$ cat src/rtl/pll_seq_pkg.sv
package pll_seq_pkg;
  localparam int DATA_W = 16;
  localparam logic [DATA_W-1:0] CSR_BYPASS = 16'h0040;
  localparam logic [DATA_W-1:0] CSR_HOLDRST = 16'h0048;
  localparam logic [DATA_W-1:0] CSR_RUN = 16'h0041;
  localparam int DIV_ENABLE_BIT = 15;
  localparam int LOCK_BIT = 5;
  localparam int RST_BIT = 3;
  localparam int EN_BIT = 0;

  typedef enum logic [2:0] {
    SEL_BYP, SEL_RST, SEL_MUL, SEL_DIV, SEL_REL, SEL_EN
  } wrSel_e;

  typedef enum logic [3:0] {
    S_IDLE, S_BYP, S_RST, S_MUL, S_DIV, S_HOLD,
    S_REL, S_PREQ, S_PWAIT, S_EN, S_TOUT
  } seqState_e;

  typedef struct packed {
    logic   capture;
    logic   cntClr;
    logic   wrEn;
    wrSel_e wrSel;
    logic   rdEn;
  } seqStrobe_t;
endpackage

$ cat src/rtl/pll_seq_dpath.sv
module pll_seq_dpath
  import pll_seq_pkg::*;
#(
  parameter int ADDR_W = 8,
  parameter int MUL_W = 5,
  parameter int DIV_W = 5,
  parameter logic [ADDR_W-1:0] CSR_ADDR = 'h0,
  parameter logic [ADDR_W-1:0] MUL_ADDR = 'h1,
  parameter logic [ADDR_W-1:0] DIV_ADDR = 'h2,
  parameter int HOLD_CYC = 25,
  parameter int LOCK_TMO_CYC = 64
) (
  input  logic              clk,
  input  logic              rstN,
  input  seqStrobe_t        strb,
  input  logic              busy,
  input  logic [MUL_W-1:0]  mulIn,
  input  logic [DIV_W-1:0]  divIn,
  input  logic [DATA_W-1:0] regRdData,
  output logic              regWrEn,
  output logic [ADDR_W-1:0] regAddr,
  output logic [DATA_W-1:0] regWrData,
  output logic              regRdEn,
  output logic              holdDone,
  output logic              tmoHit,
  output logic              lockSeen
);
  localparam int CNT_MAX = (HOLD_CYC > LOCK_TMO_CYC) ? HOLD_CYC : LOCK_TMO_CYC;
  localparam int CNT_W = $clog2(CNT_MAX + 2);
  localparam logic [CNT_W-1:0] CNT_SAT = CNT_W'(CNT_MAX + 1);

  logic [MUL_W-1:0]  mulQ;
  logic [DIV_W-1:0]  divQ;
  logic [CNT_W-1:0]  cnt;
  logic [DATA_W-1:0] csrShadow;

  always_ff @(posedge clk) begin
    if (!rstN) begin
      mulQ <= '0;
      divQ <= '0;
    end else if (strb.capture) begin
      mulQ <= mulIn;
      divQ <= divIn;
    end
  end

  // One counter serves both the reset-hold window and the lock timeout
  always_ff @(posedge clk) begin
    if (!rstN || strb.cntClr) cnt <= '0;
    else if (cnt != CNT_SAT) cnt <= cnt + 1'b1;
  end

  assign holdDone = (cnt == CNT_W'(HOLD_CYC - 1));
  assign tmoHit   = (cnt >= CNT_W'(LOCK_TMO_CYC));
  assign lockSeen = regRdData[LOCK_BIT];

  always_comb begin
    regAddr   = CSR_ADDR;
    regWrData = CSR_BYPASS;
    case (strb.wrSel)
      SEL_BYP: regWrData = CSR_BYPASS;
      SEL_RST: regWrData = CSR_HOLDRST;
      SEL_MUL: begin
        regAddr   = MUL_ADDR;
        regWrData = {{(DATA_W-MUL_W){1'b0}}, mulQ};
      end
      SEL_DIV: begin
        regAddr   = DIV_ADDR;
        regWrData = {{(DATA_W-DIV_W){1'b0}}, divQ};
        regWrData[DIV_ENABLE_BIT] = 1'b1;
      end
      SEL_REL: regWrData = CSR_BYPASS;
      SEL_EN:  regWrData = CSR_RUN;
      default: regWrData = CSR_BYPASS;
    endcase
  end

  assign regWrEn = strb.wrEn;
  assign regRdEn = strb.rdEn;

  always_ff @(posedge clk) begin
    if (!rstN) csrShadow <= '0;
    else if (regWrEn && regAddr == CSR_ADDR) csrShadow <= regWrData;
  end

  p_prog_in_reset_r4: assert property (@(posedge clk) disable iff (!rstN)
    (regWrEn && regAddr != CSR_ADDR) |-> (csrShadow[RST_BIT] && !csrShadow[EN_BIT]));

  p_no_rd_wr_r7: assert property (@(posedge clk) disable iff (!rstN)
    !(regWrEn && regRdEn));

  p_ignore_start_r10: assert property (@(posedge clk) disable iff (!rstN)
    busy |=> ($stable(mulQ) && $stable(divQ)));
endmodule

$ cat src/rtl/pll_seq_ctrl.sv
module pll_seq_ctrl
  import pll_seq_pkg::*;
(
  input  logic       clk,
  input  logic       rstN,
  input  logic       startReq,
  input  logic       holdDone,
  input  logic       tmoHit,
  input  logic       lockSeen,
  output seqStrobe_t strb,
  output logic       busy,
  output logic       done,
  output logic       timeout
);
  seqState_e state, nextState;

  always_ff @(posedge clk) begin
    if (!rstN) state <= S_IDLE;
    else state <= nextState;
  end

  always_comb begin
    nextState    = state;
    strb         = '0;
    strb.wrSel   = SEL_BYP;
    case (state)
      S_IDLE: if (startReq) begin
        strb.capture = 1'b1;
        nextState    = S_BYP;
      end
      S_BYP: begin
        strb.wrEn = 1'b1; strb.wrSel = SEL_BYP; nextState = S_RST;
      end
      S_RST: begin
        strb.wrEn = 1'b1; strb.wrSel = SEL_RST; nextState = S_MUL;
      end
      S_MUL: begin
        strb.wrEn = 1'b1; strb.wrSel = SEL_MUL; nextState = S_DIV;
      end
      S_DIV: begin
        strb.wrEn = 1'b1; strb.wrSel = SEL_DIV; strb.cntClr = 1'b1;
        nextState = S_HOLD;
      end
      S_HOLD: if (holdDone) nextState = S_REL;
      S_REL: begin
        strb.wrEn = 1'b1; strb.wrSel = SEL_REL; strb.cntClr = 1'b1;
        nextState = S_PREQ;
      end
      S_PREQ: begin
        strb.rdEn = 1'b1; nextState = S_PWAIT;
      end
      S_PWAIT: begin
        if (lockSeen) nextState = S_EN;
        else if (tmoHit) nextState = S_TOUT;
        else nextState = S_PREQ;
      end
      S_EN: begin
        strb.wrEn = 1'b1; strb.wrSel = SEL_EN; nextState = S_IDLE;
      end
      S_TOUT: nextState = S_IDLE;
      default: nextState = S_IDLE;
    endcase
  end

  assign busy    = (state != S_IDLE);
  assign done    = (state == S_EN);
  assign timeout = (state == S_TOUT);

  p_enable_after_lock_r8: assert property (@(posedge clk) disable iff (!rstN)
    (state == S_EN) |-> ($past(state) == S_PWAIT && $past(lockSeen)));

  p_done_pulse_r8: assert property (@(posedge clk) disable iff (!rstN)
    done |=> !done);

  p_flags_excl_r9: assert property (@(posedge clk) disable iff (!rstN)
    !(done && timeout));

  p_busy_on_write_r11: assert property (@(posedge clk) disable iff (!rstN)
    strb.wrEn |-> busy);
endmodule

$ cat src/rtl/pll_reprog_seq.sv
module pll_reprog_seq
  import pll_seq_pkg::*;
#(
  parameter int ADDR_W = 8,
  parameter int MUL_W = 5,
  parameter int DIV_W = 5,
  parameter logic [ADDR_W-1:0] CSR_ADDR = 'h0,
  parameter logic [ADDR_W-1:0] MUL_ADDR = 'h1,
  parameter logic [ADDR_W-1:0] DIV_ADDR = 'h2,
  parameter int REF_CLK_KHZ = 25000,
  parameter int LOCK_TMO_CYC = 64
) (
  input  logic              clk,
  input  logic              rstN,
  input  logic              startReq,
  input  logic [MUL_W-1:0]  mulIn,
  input  logic [DIV_W-1:0]  divIn,
  output logic              regWrEn,
  output logic [ADDR_W-1:0] regAddr,
  output logic [15:0]       regWrData,
  output logic              regRdEn,
  input  logic [15:0]       regRdData,
  output logic              busy,
  output logic              done,
  output logic              timeout
);
  localparam int HOLD_RAW = (REF_CLK_KHZ + 999) / 1000;
  localparam int HOLD_CYC = (HOLD_RAW < 1) ? 1 : HOLD_RAW;

  seqStrobe_t strb;
  logic holdDone, tmoHit, lockSeen;

  pll_seq_ctrl i_ctrl (
    .clk(clk), .rstN(rstN), .startReq(startReq),
    .holdDone(holdDone), .tmoHit(tmoHit), .lockSeen(lockSeen),
    .strb(strb), .busy(busy), .done(done), .timeout(timeout)
  );

  pll_seq_dpath #(
    .ADDR_W(ADDR_W), .MUL_W(MUL_W), .DIV_W(DIV_W),
    .CSR_ADDR(CSR_ADDR), .MUL_ADDR(MUL_ADDR), .DIV_ADDR(DIV_ADDR),
    .HOLD_CYC(HOLD_CYC), .LOCK_TMO_CYC(LOCK_TMO_CYC)
  ) i_dpath (
    .clk(clk), .rstN(rstN), .strb(strb), .busy(busy),
    .mulIn(mulIn), .divIn(divIn), .regRdData(regRdData),
    .regWrEn(regWrEn), .regAddr(regAddr), .regWrData(regWrData),
    .regRdEn(regRdEn), .holdDone(holdDone), .tmoHit(tmoHit),
    .lockSeen(lockSeen)
  );
endmodule

$ cat config.mk
export PLATFORM = sky130hd
export DESIGN_NAME = pll_reprog_seq
export DESIGN_NICKNAME = d
export VERILOG_FILES = /design/src/rtl/pll_seq_pkg.sv /design/src/rtl/pll_seq_dpath.sv /design/src/rtl/pll_seq_ctrl.sv /design/src/rtl/pll_reprog_seq.sv
export SDC_FILE = /design/constraint.sdc
export NUM_CORES = 1
export LEC_CHECK = 0
export BUFFER_PORTS_ARGS = -buffer_cell sky130_fd_sc_hd__buf_2
export CORE_MARGIN = 8
export CORE_UTILIZATION = 42
export DETAILED_ROUTE_END_ITERATION = 10
export GPL_TIMING_DRIVEN = 0
export PLACE_DENSITY = 0.79
export SLEW_MARGIN = 10
export SYNTH_ARGS = -nofsm -noshare
export SYNTH_HDL_FRONTEND = slang
export SYNTH_SLANG_ARGS = --single-unit
$ cat constraint.sdc
create_clock -name clk -period 1.4 [get_ports clk]
set_input_delay 0.14 -clock clk [delete_from_list [all_inputs] [get_ports clk]]
set_output_delay 0.14 -clock clk [all_outputs]
set_load 0.1 [all_outputs]
* Word-level counts from Yosys, hierarchy flattened
Cells that the tools add are included.
** Storage, ports and cells
- Word-level logic and storage cells :: 42
- Input port bits :: 29
- Output and inout port bits :: 29
- Register bits after elaboration :: 21
** Operators by class
- Equality and inequality tests :: 18
- Reductions and logical operators :: 6
- $lt $le $gt $ge :: 1
- Mux-type cells :: 12
- Add/subtract/negate cells :: 1
** Operator list (count)
- 16-bit one-hot mux with 4 select lines :: 1
- 4-bit one-hot mux with 9 select lines :: 1
- 4-bit one-hot mux with 6 select lines :: 1
- 4-bit by 3-bit equality test with 1-bit output, second input constant :: 4
- 4-bit 2-to-1 mux :: 4
- 4-bit equality test, second input constant :: 3
- 4-bit by 2-bit equality test with 1-bit output, second input constant :: 2
- 7-bit by 1-bit adder with 7-bit output, second input constant :: 1
- 7-bit by 5-bit equality test with 1-bit output, second input constant :: 1
- 7-bit greater-or-equal comparator, second input constant :: 1
- 7-bit inequality test, second input constant :: 1
- 3-bit by 2-bit equality test with 1-bit output, second input constant :: 2
- 4-bit by 1-bit equality test with 1-bit output, second input constant :: 1
- 4-bit zero test :: 1
- 1-bit 2-to-1 mux :: 4
- 2-bit inequality test, second input constant :: 2
- 2-bit one-hot mux with 2 select lines :: 1
- 4-bit nonzero test :: 1
- 3-bit by 1-bit equality test with 1-bit output, second input constant :: 1
- 3-bit equality test, second input constant :: 1
- 2-bit AND reduction :: 1
- 2-bit OR reduction :: 1
- 1-bit zero test :: 1
- 1-bit logical OR :: 1

* Logic depth before layout (Yosys ltp)
Gate-level depths: netlist (run 1).
- Depth after elaboration :: 4
- Depth in mapped cells :: 5
- Mapped depth without buffers :: 5

* Modules after synthesis
Synthesis (run 1) repeated with hierarchy kept, for this count alone.
** Second synthesis, totals
- Cell total of the unflattened synthesis :: 166
- Area total of the unflattened synthesis :: 1375.1 µm²
** Modules (own cells, without submodules)
- pll_seq_dpath :: area an instance 988.4 µm², instances 1, sequential area each 340.3 µm², cells an instance 113
- pll_seq_ctrl :: area an instance 386.6 µm², instances 1, sequential area each 80.1 µm², cells an instance 53

* Worst setup path after synthesis (run 1)
OpenSTA, ideal clock, no wires.
- Kind :: register -> output
- From :: register i_ctrl.state[3]
- To :: output port regWrData[0]
- Cell stages (with the launch flop) :: 4
- Buffers on the path :: 0
- Slack :: -1.639 ns
- Required time :: 1.260 ns
- Arrival :: 2.899 ns
- Cells stage by stage :: dfxtp_1 > nand2b_2 > nor3_2 > a221o_1
** On the way
- Word-level cells in the longest chain between the ends :: 4
- Elaborated cells between the ends (all ways) :: 12
- Those cells by class :: eq/ne (10); mux (2)
** RTL lines
- start, declared :: RTL line pll_seq_ctrl.sv:15 : seqState_e state, nextState;
- start signal, assigned :: RTL line pll_seq_ctrl.sv:19 : else state <= nextState;
- 4-bit equality test (tied with other cells) :: RTL line pll_seq_ctrl.sv:26 : case (state)
- 4-bit one-hot mux with 6 select lines (*) :: RTL line pll_seq_ctrl.sv:26
- 3-bit equality test (tied with other cells) :: RTL line pll_seq_dpath.sv:60 : case (strb.wrSel)
- 16-bit one-hot mux with 4 select lines (*) :: RTL line pll_seq_dpath.sv:60
- end, declared :: RTL line pll_reprog_seq.sv:20 : output logic [15:0] regWrData,
Every way passes the cells marked *; elsewhere a longest branch is shown, timed or not.

* Worst setup path after layout (run 1)
- From :: register i_ctrl.state[2]
- To :: register i_ctrl.state[1]
** On the way
- Word-level cells in the longest chain between the ends :: 3
- Elaborated cells between the ends (all ways) :: 13
- Those cells by class :: eq/ne (10); mux (1); reduce/logical (2)
** RTL lines (RTL line)
- 4-bit by 3-bit equality test with 1-bit output or 4-bit zero test (tied branches) :: pll_seq_ctrl.sv:26
- 2-bit inequality test (no source line)
- 2-bit AND reduction (no source line)
Parallel ways exist; a longest one is shown, timed or not.
A chain may end at the register's enable or synchronous reset.

==> impl_metrics.ini, run 1 <==
[run_status]
outcome = finished, violations left
violations = setup timing

[yosys]
syn_area_um2 = 1270
synth_top_family_by_area = simple AND/OR/NAND/NOR gates
ys_top_cells_by_area = dfxtp_1 33%, buf_4 10%, mux2i_1 8.7%
yosys.area_share.adder = 0.0296
avgSynthCellArea_um2 = 8.98
synth_cell_types = 45
synthXorXnorAreaFrac = 0.0346
async_reset_ff_frac = 0
synthMuxAreaShare = 0.0870
synth_top_area_share = 0.332
yosysWarnings = 0
netlist_instances = 141
synth_common_cells = 21 x dfxtp_1, 17 x buf_4, 14 x nor2_1
synth_edf_count = 0
synth_top_area_cell = dfxtp_1
synth_compound_area_frac = 0.112
synth-simple-area-share = 0.271
yosysSeqAreaShare = 0.332
ys_ff_latch = 21
post-synth-top-count-cell = dfxtp_1
synthFlopType = dfxtp_1

[layout]
final_area_um2 = 2230
areaGrowthSynthToFinish_pct = 76.5
diodes = 0
fin_cells = 242
drive_above_1_share = 0.526
layout.nets = 242

[setup_path]
cp-end-kind = register
critPathLaunchType = register
required_ps = 1600
crit_chain = buf_8 -> buf_12 -> buf_8 -> or3_1 -> nor3_2 -> a21oi_1 -> and4_1
crit_type = register to register
cp_common_cell = buf_8
cpPeakStageDelay_ps = 390
critPathMaxFanout = 5
crit_path_top_delay_cell = dfxtp_4
critPathArrivalTime_ps = 1970

[cts]
cts_num_sinks = 21
cts_buffers = 3
cts_tree = yes
htree_levels = 1
clk_pin_slew_ps = 130
clockRootBuffer = clkbuf_4
clock_path_buffers = 2
clkLatencyLatePin_ps = 320

[floorplanning]
start_util = 0.429
dieHeight_um = 70.9
die_x_um = 70.9
core_um2 = 2950
die_area_um2 = 5030
rows = 20
io_pins = 58

[placed_design]
dpl.hpwl_mm = 2.10
place_congestion = 0.772
dp.cells = 215
placedInstanceArea_um2 = 1600
port_buffers = 27

[timing]
setup_ws_ps = -372
finalSetupViolCount = 27
finalHoldViolCount = 0
drv_slew = 0
rsz0062_at_grt = yes
fmax_mhz = 564
skew_ps = 17.2
fin_crit_ps = 1770
min_period_over_period = 1.27

[power]
leakage_nw = 1.03
vdd_drop_max_mv = 0.534
powerDensity_nw_per_um2 = 1020

[route]
viasPerCell = 5.32
drt_iter0_markers = 72
drc_errors = 0
num_vias = 1288
drtAntennaViolNets = 0
drt-total-wl_mm = 4.66
wl_per_cell_um = 19.3
drt_pre_antenna_iters = 4

[global_route]
grt_max_degree = 13
grt_first_pass_wirelength_mm = 6.63
grt_pass1_vias = 1359
grt-ovfl-total = 0
antenna_found_initial = 0
grt_usage = 0.168

[min_path]
hp-class = input pin to register

[job]
drv_cap = 0
## power by group
part	switching, mW	internal (mW)
clock network	0.194	0.107
logic	0.775	0.484
registers	0.0637	0.649
total	1.03	1.24
## cells in the final DEF (no fill, tap or decap), types with 2 or more instances in the layout
| master | Yosys | layout |
|---|---|---|
| mux2i_1 | 11 | 10 |
| buf_8 | 0 | 4 |
| nor3_4 | 1 | 5 |
| buf_2 | 1 | 13 |
| a211o_1 | 2 | 2 |
| nor2_4 | 0 | 4 |
| xor2_1 | 2 | 2 |
| nor2_1 | 14 | 10 |
| dfxtp_1 | 21 | 17 |
| conb_1 | 1 | 15 |
| buf_6 | 1 | 10 |
| a22o_4 | 0 | 3 |
| nand2_4 | 0 | 4 |
| ha_1 | 3 | 3 |
| dfxtp_4 | 0 | 4 |
| nor2b_4 | 0 | 2 |
| clkbuf_4 | 0 | 3 |
| xnor2_1 | 3 | 3 |
| inv_1 | 4 | 4 |
| nand3_1 | 3 | 3 |
| buf_12 | 0 | 15 |
| nand2b_4 | 1 | 2 |
| o22ai_1 | 2 | 2 |
| nor2b_1 | 12 | 10 |
| buf_4 | 17 | 25 |
| or3_1 | 2 | 2 |
| a21oi_1 | 5 | 4 |
## stage by stage
| step | utilization | hold WS [ps] | TNS (ps) | power, mW | setup slack [ps] |
|---|---|---|---|---|---|
| global placement | 0.542 | 393 | -2070 | 1.57 | -374 |
| CTS | 0.721 | 67.9 | -3500 | 2.14 | -333 |
| global route | 0.757 | 60.4 | -6700 | 2.36 | -400 |
| floorplan | - | 268 | -5780 | 1.47 | -824 |
| detailed placement | 0.542 | 400 | -2210 | 1.57 | -385 |
| finish | 0.757 | 63.7 | -5070 | 2.27 | -372 |
## timing repair
item,CTS,global route
resized for setup,80,18
gates cloned,1,1
hold buffers,0,0
setup endpoints to repair,15,31
pin swaps,16,6
buffers inserted,19,3
## metal layers
metal / GRT usage / up-vias / share of wire
li1: - / 600 / -
met1: 0.158 / 619 / 0.36
met2: 0.319 / 51 / 0.54
met3: 0.0367 / 18 / 0.050
met4: 0.104 / 0 / 0.054
met5: 0 / - / 0
## final cells by class
cell class | instances | area [um2]
Tap cell | 33 | 41.3
Inverter | 5 | 21.3
Buffer | 20 | 169
Clock inverter | 1 | 5.00
Fill cell | 177 | 718
Clock buffer | 3 | 22.5
Sequential cell | 21 | 435
Timing Repair Buffer | 49 | 593
Multi-Input combinational cell | 110 | 947
## critical path: cells and delay by family (launching register included)
family	cells	cell delay, ps
and+or+nand+nor	3	760
AOI/OAI and AO/OA	1	100
DFF	1	390
buffers and inverters	3	400
## kinds of logic after synthesis
group / Yosys count
fa+ha+maj: 3
compound gates: 20
mux: 11
xor+xnor: 5
simple gates: 55
buf+inv: 25
flops: 21
other cells: 1
## sequential cells by signal (all words and copies together), names as in the netlist
signal and count:
i_dpath.divQ 5, i_dpath.mulQ 5, i_ctrl.state 4, i_dpath.cnt 7
## final timing paths
check / startpoint / to / slack [ps] / depth (start not counted)
worst max-delay path: i_ctrl.state[2] / i_ctrl.state[1] / -370 / 7
worst min-delay path: divIn[0] / i_dpath.divQ[0] / 60 / 3
worst max register to register: i_ctrl.state[2] / i_ctrl.state[1] / -370 / 7
worst min register to register: i_dpath.mulQ[0] / i_dpath.mulQ[0] / 550 / 2
No activity file was read; power rests on OpenSTA's default activity.
==> run 2, diff against run 1 <==
--- a/config.mk
+++ b/config.mk
@@ -7,10 +7,10 @@
 export LEC_CHECK = 0
 export BUFFER_PORTS_ARGS = -buffer_cell sky130_fd_sc_hd__buf_2
 export CORE_MARGIN = 8
-export CORE_UTILIZATION = 42
+export CORE_UTILIZATION = 46
 export DETAILED_ROUTE_END_ITERATION = 10
 export GPL_TIMING_DRIVEN = 0
-export PLACE_DENSITY = 0.79
+export PLACE_DENSITY = 0.82
 export SLEW_MARGIN = 10
 export SYNTH_ARGS = -nofsm -noshare
 export SYNTH_HDL_FRONTEND = slang
==> constraint.sdc (replaced) <==
create_clock -name clk -period 1.65 [get_ports clk]
set_input_delay 0.165 -clock clk [delete_from_list [all_inputs] [get_ports clk]]
set_output_delay 0.165 -clock clk [all_outputs]
set_load 0.1 [all_outputs]
==> run 2 against run 1 <==
Effect of this change: the flow still finishes with violations (setup timing); sequential power shrank 15%; non-clock buffer count shrank 2; largest power group unchanged; hold slack gained 47 ps; critical path depth shrank 1; register-to-register slack gained 320 ps; total power shrank 22%; clock skew shrank 11 ps; flip-flop and latch count is the same; die area shrank 6.8%; combinational power shrank 27%; clock-buffer cell count grew 1; first-iteration DRC count shrank 17%.
==> impl_metrics.ini, run 2 (same netlist as run 1, synthesis figures left out) <==
[timing]
finalHoldViolCount = 0
setup_ws_ps = -126
skew_ps = 5.79
fmax_mhz = 563
drv_slew = 0
fin_crit_ps = 1780
finalSetupViolCount = 7
min_period_over_period = 1.08
setup-tns-final_ps = -415
rsz0062_at_grt = yes
hold_slack_ps = 111

[global_route]
antenna_found_initial = 0
grt-ovfl-total = 0
grt_usage = 0.154
busiest_layer = met2
grt_first_pass_wirelength_mm = 5.51
grt_pass1_vias = 1169
grt_use_met2 = 0.283
grt_max_degree = 12
grt_use_met3 = 0.0311
met1_usage = 0.167

[setup_path]
r2r_slack_ps = -50
crit_chain = buf_8 -> nand2_4 -> nor3_4 -> buf_4 -> a221o_4 -> buf_12
r2r-start = i_ctrl.state[1]
r2r_end = i_ctrl.state[1]
critical_path.startpoint = i_ctrl.state[1]
r2r_cells = 8
cpPeakStageDelay_ps = 390
critPathArrivalTime_ps = 1610
crit_type = register to output port
cp-end-kind = output port
endpoint = regWrData[0]
critPathMaxFanout = 6
crit_path_top_delay_cell = a221o_4
critPathLaunchType = register
required_ps = 1480

[layout]
drive_above_1_share = 0.476
final_cell_mix = 33 x buf_4, 17 x dfxtp_1, 15 x conb_1, 13 x buf_2
fillerInstances = 183
layout.nets = 239
final_common_cell = buf_4
diodes = 0
multiInputGateArea_um2 = 857
area.sequential_um2 = 435
fin_cells = 237
regMostFlops = i_dpath.cnt
areaGrowthSynthToFinish_pct = 59.4
reg.largest.list = i_dpath.cnt x7, i_dpath.divQ x5, i_dpath.mulQ x5
largest_reg_flops = 7

[floorplanning]
io_pins = 58
die_area_um2 = 4690
dieHeight_um = 68.5
rows = 19
start_util = 0.471
core_um2 = 2690
die_x_um = 68.5

[power]
leakage_nw = 0.947
p_switching_mw = 0.798
p_int_mw = 0.974
power_frac_comb = 0.521
p_seq_frac = 0.341
vdd_drop_max_mv = 0.705
powerDensity_nw_per_um2 = 878
p_sw_frac = 0.450
clockPowerShare = 0.137

[route]
drt_pre_antenna_iters = 4
viasPerCell = 5.27
drc_errors = 0
wl_per_cell_um = 16.5
drtAntennaViolNets = 0
num_vias = 1248
drt-total-wl_mm = 3.91
drt_iter0_markers = 60

[min_path]
hp-class = input pin to register

[cts]
clk_pin_slew_ps = 120
cts_buffers = 3
cts_tree = yes
clkLatencyLatePin_ps = 300
cts_num_sinks = 21
clockRootBuffer = clkbuf_4
htree_levels = 1
clock_path_buffers = 2

[placed_design]
dp.cells = 213
dpl.hpwl_mm = 2.43
place_congestion = 0.894
port_buffers = 27

[job]
drv_cap = 0

[run_status]
outcome = finished, violations left
violations = setup timing
## run 2: metrics by stage
stage / worst slack, ps / cell area, um2 / utilization / power (mW)
5_1_grt: -167 / 2020 / 0.751 / 1.84
6_report: -126 / 2020 / 0.751 / 1.77
4_1_cts: -131 / 1840 / 0.685 / 1.68
3_3_place_gp: -132 / 1590 / 0.592 / 1.32
2_1_floorplan: -599 / 1420 / - / 1.24
3_5_place_dp: -178 / 1590 / 0.592 / 1.34
## run 2: final cells by class
class                   instances  share of cell area
multi-input cells             109               0.425
flip-flops and latches         21               0.216
inverters                       5             0.00930
plain buffers                  20              0.0825
clock buffers                   4              0.0130
well taps                      31              0.0192
repair buffers                 47               0.236
## run 2: worst min-delay path by stage
stage	startpoint	end	slack, ps	depth (start not counted)
detailed placement	divIn[3]	i_dpath.divQ[3]	430	3
global placement	mulIn[3]	i_dpath.mulQ[3]	420	3
CTS	divIn[3]	i_dpath.divQ[3]	100	3
global route	mulIn[4]	i_dpath.mulQ[4]	130	3
finish	divIn[3]	i_dpath.divQ[3]	110	3
floorplan	rstN	i_dpath.mulQ[0]	290	1
## run 2: critical path: cells and delay by family (launching register included)
| family | cells | cell delay, ps |
|---|---|---|
| buffers and inverters | 3 | 440 |
| AO/OA/AOI/OAI | 1 | 390 |
| flip-flops | 1 | 370 |
| AND/OR/NAND/NOR | 2 | 120 |
## run 2: power by group through the flow
stage	registers, mW	logic, mW	clock network, mW
floorplan	0.603	0.639	0
global placement	0.609	0.710	0
detailed placement	0.614	0.729	0
CTS	0.599	0.826	0.253
global route	0.609	0.961	0.266
finish	0.605	0.924	0.243
## run 2: layer usage
layer	up-vias	share of wire	wire, um
met5	-	0	0
met4	0	0.029	115
met3	17	0.071	276
met2	61	0.56	2180
met1	584	0.34	1340
li1	586	-	-
## run 2: repair_timing
item | in CTS | in global routing
pin swaps | 3 | 5
hold buffers | 0 | 0
gates resized for setup | 42 | 25
setup endpoints to repair | 13 | 18
setup buffers | 11 | 9
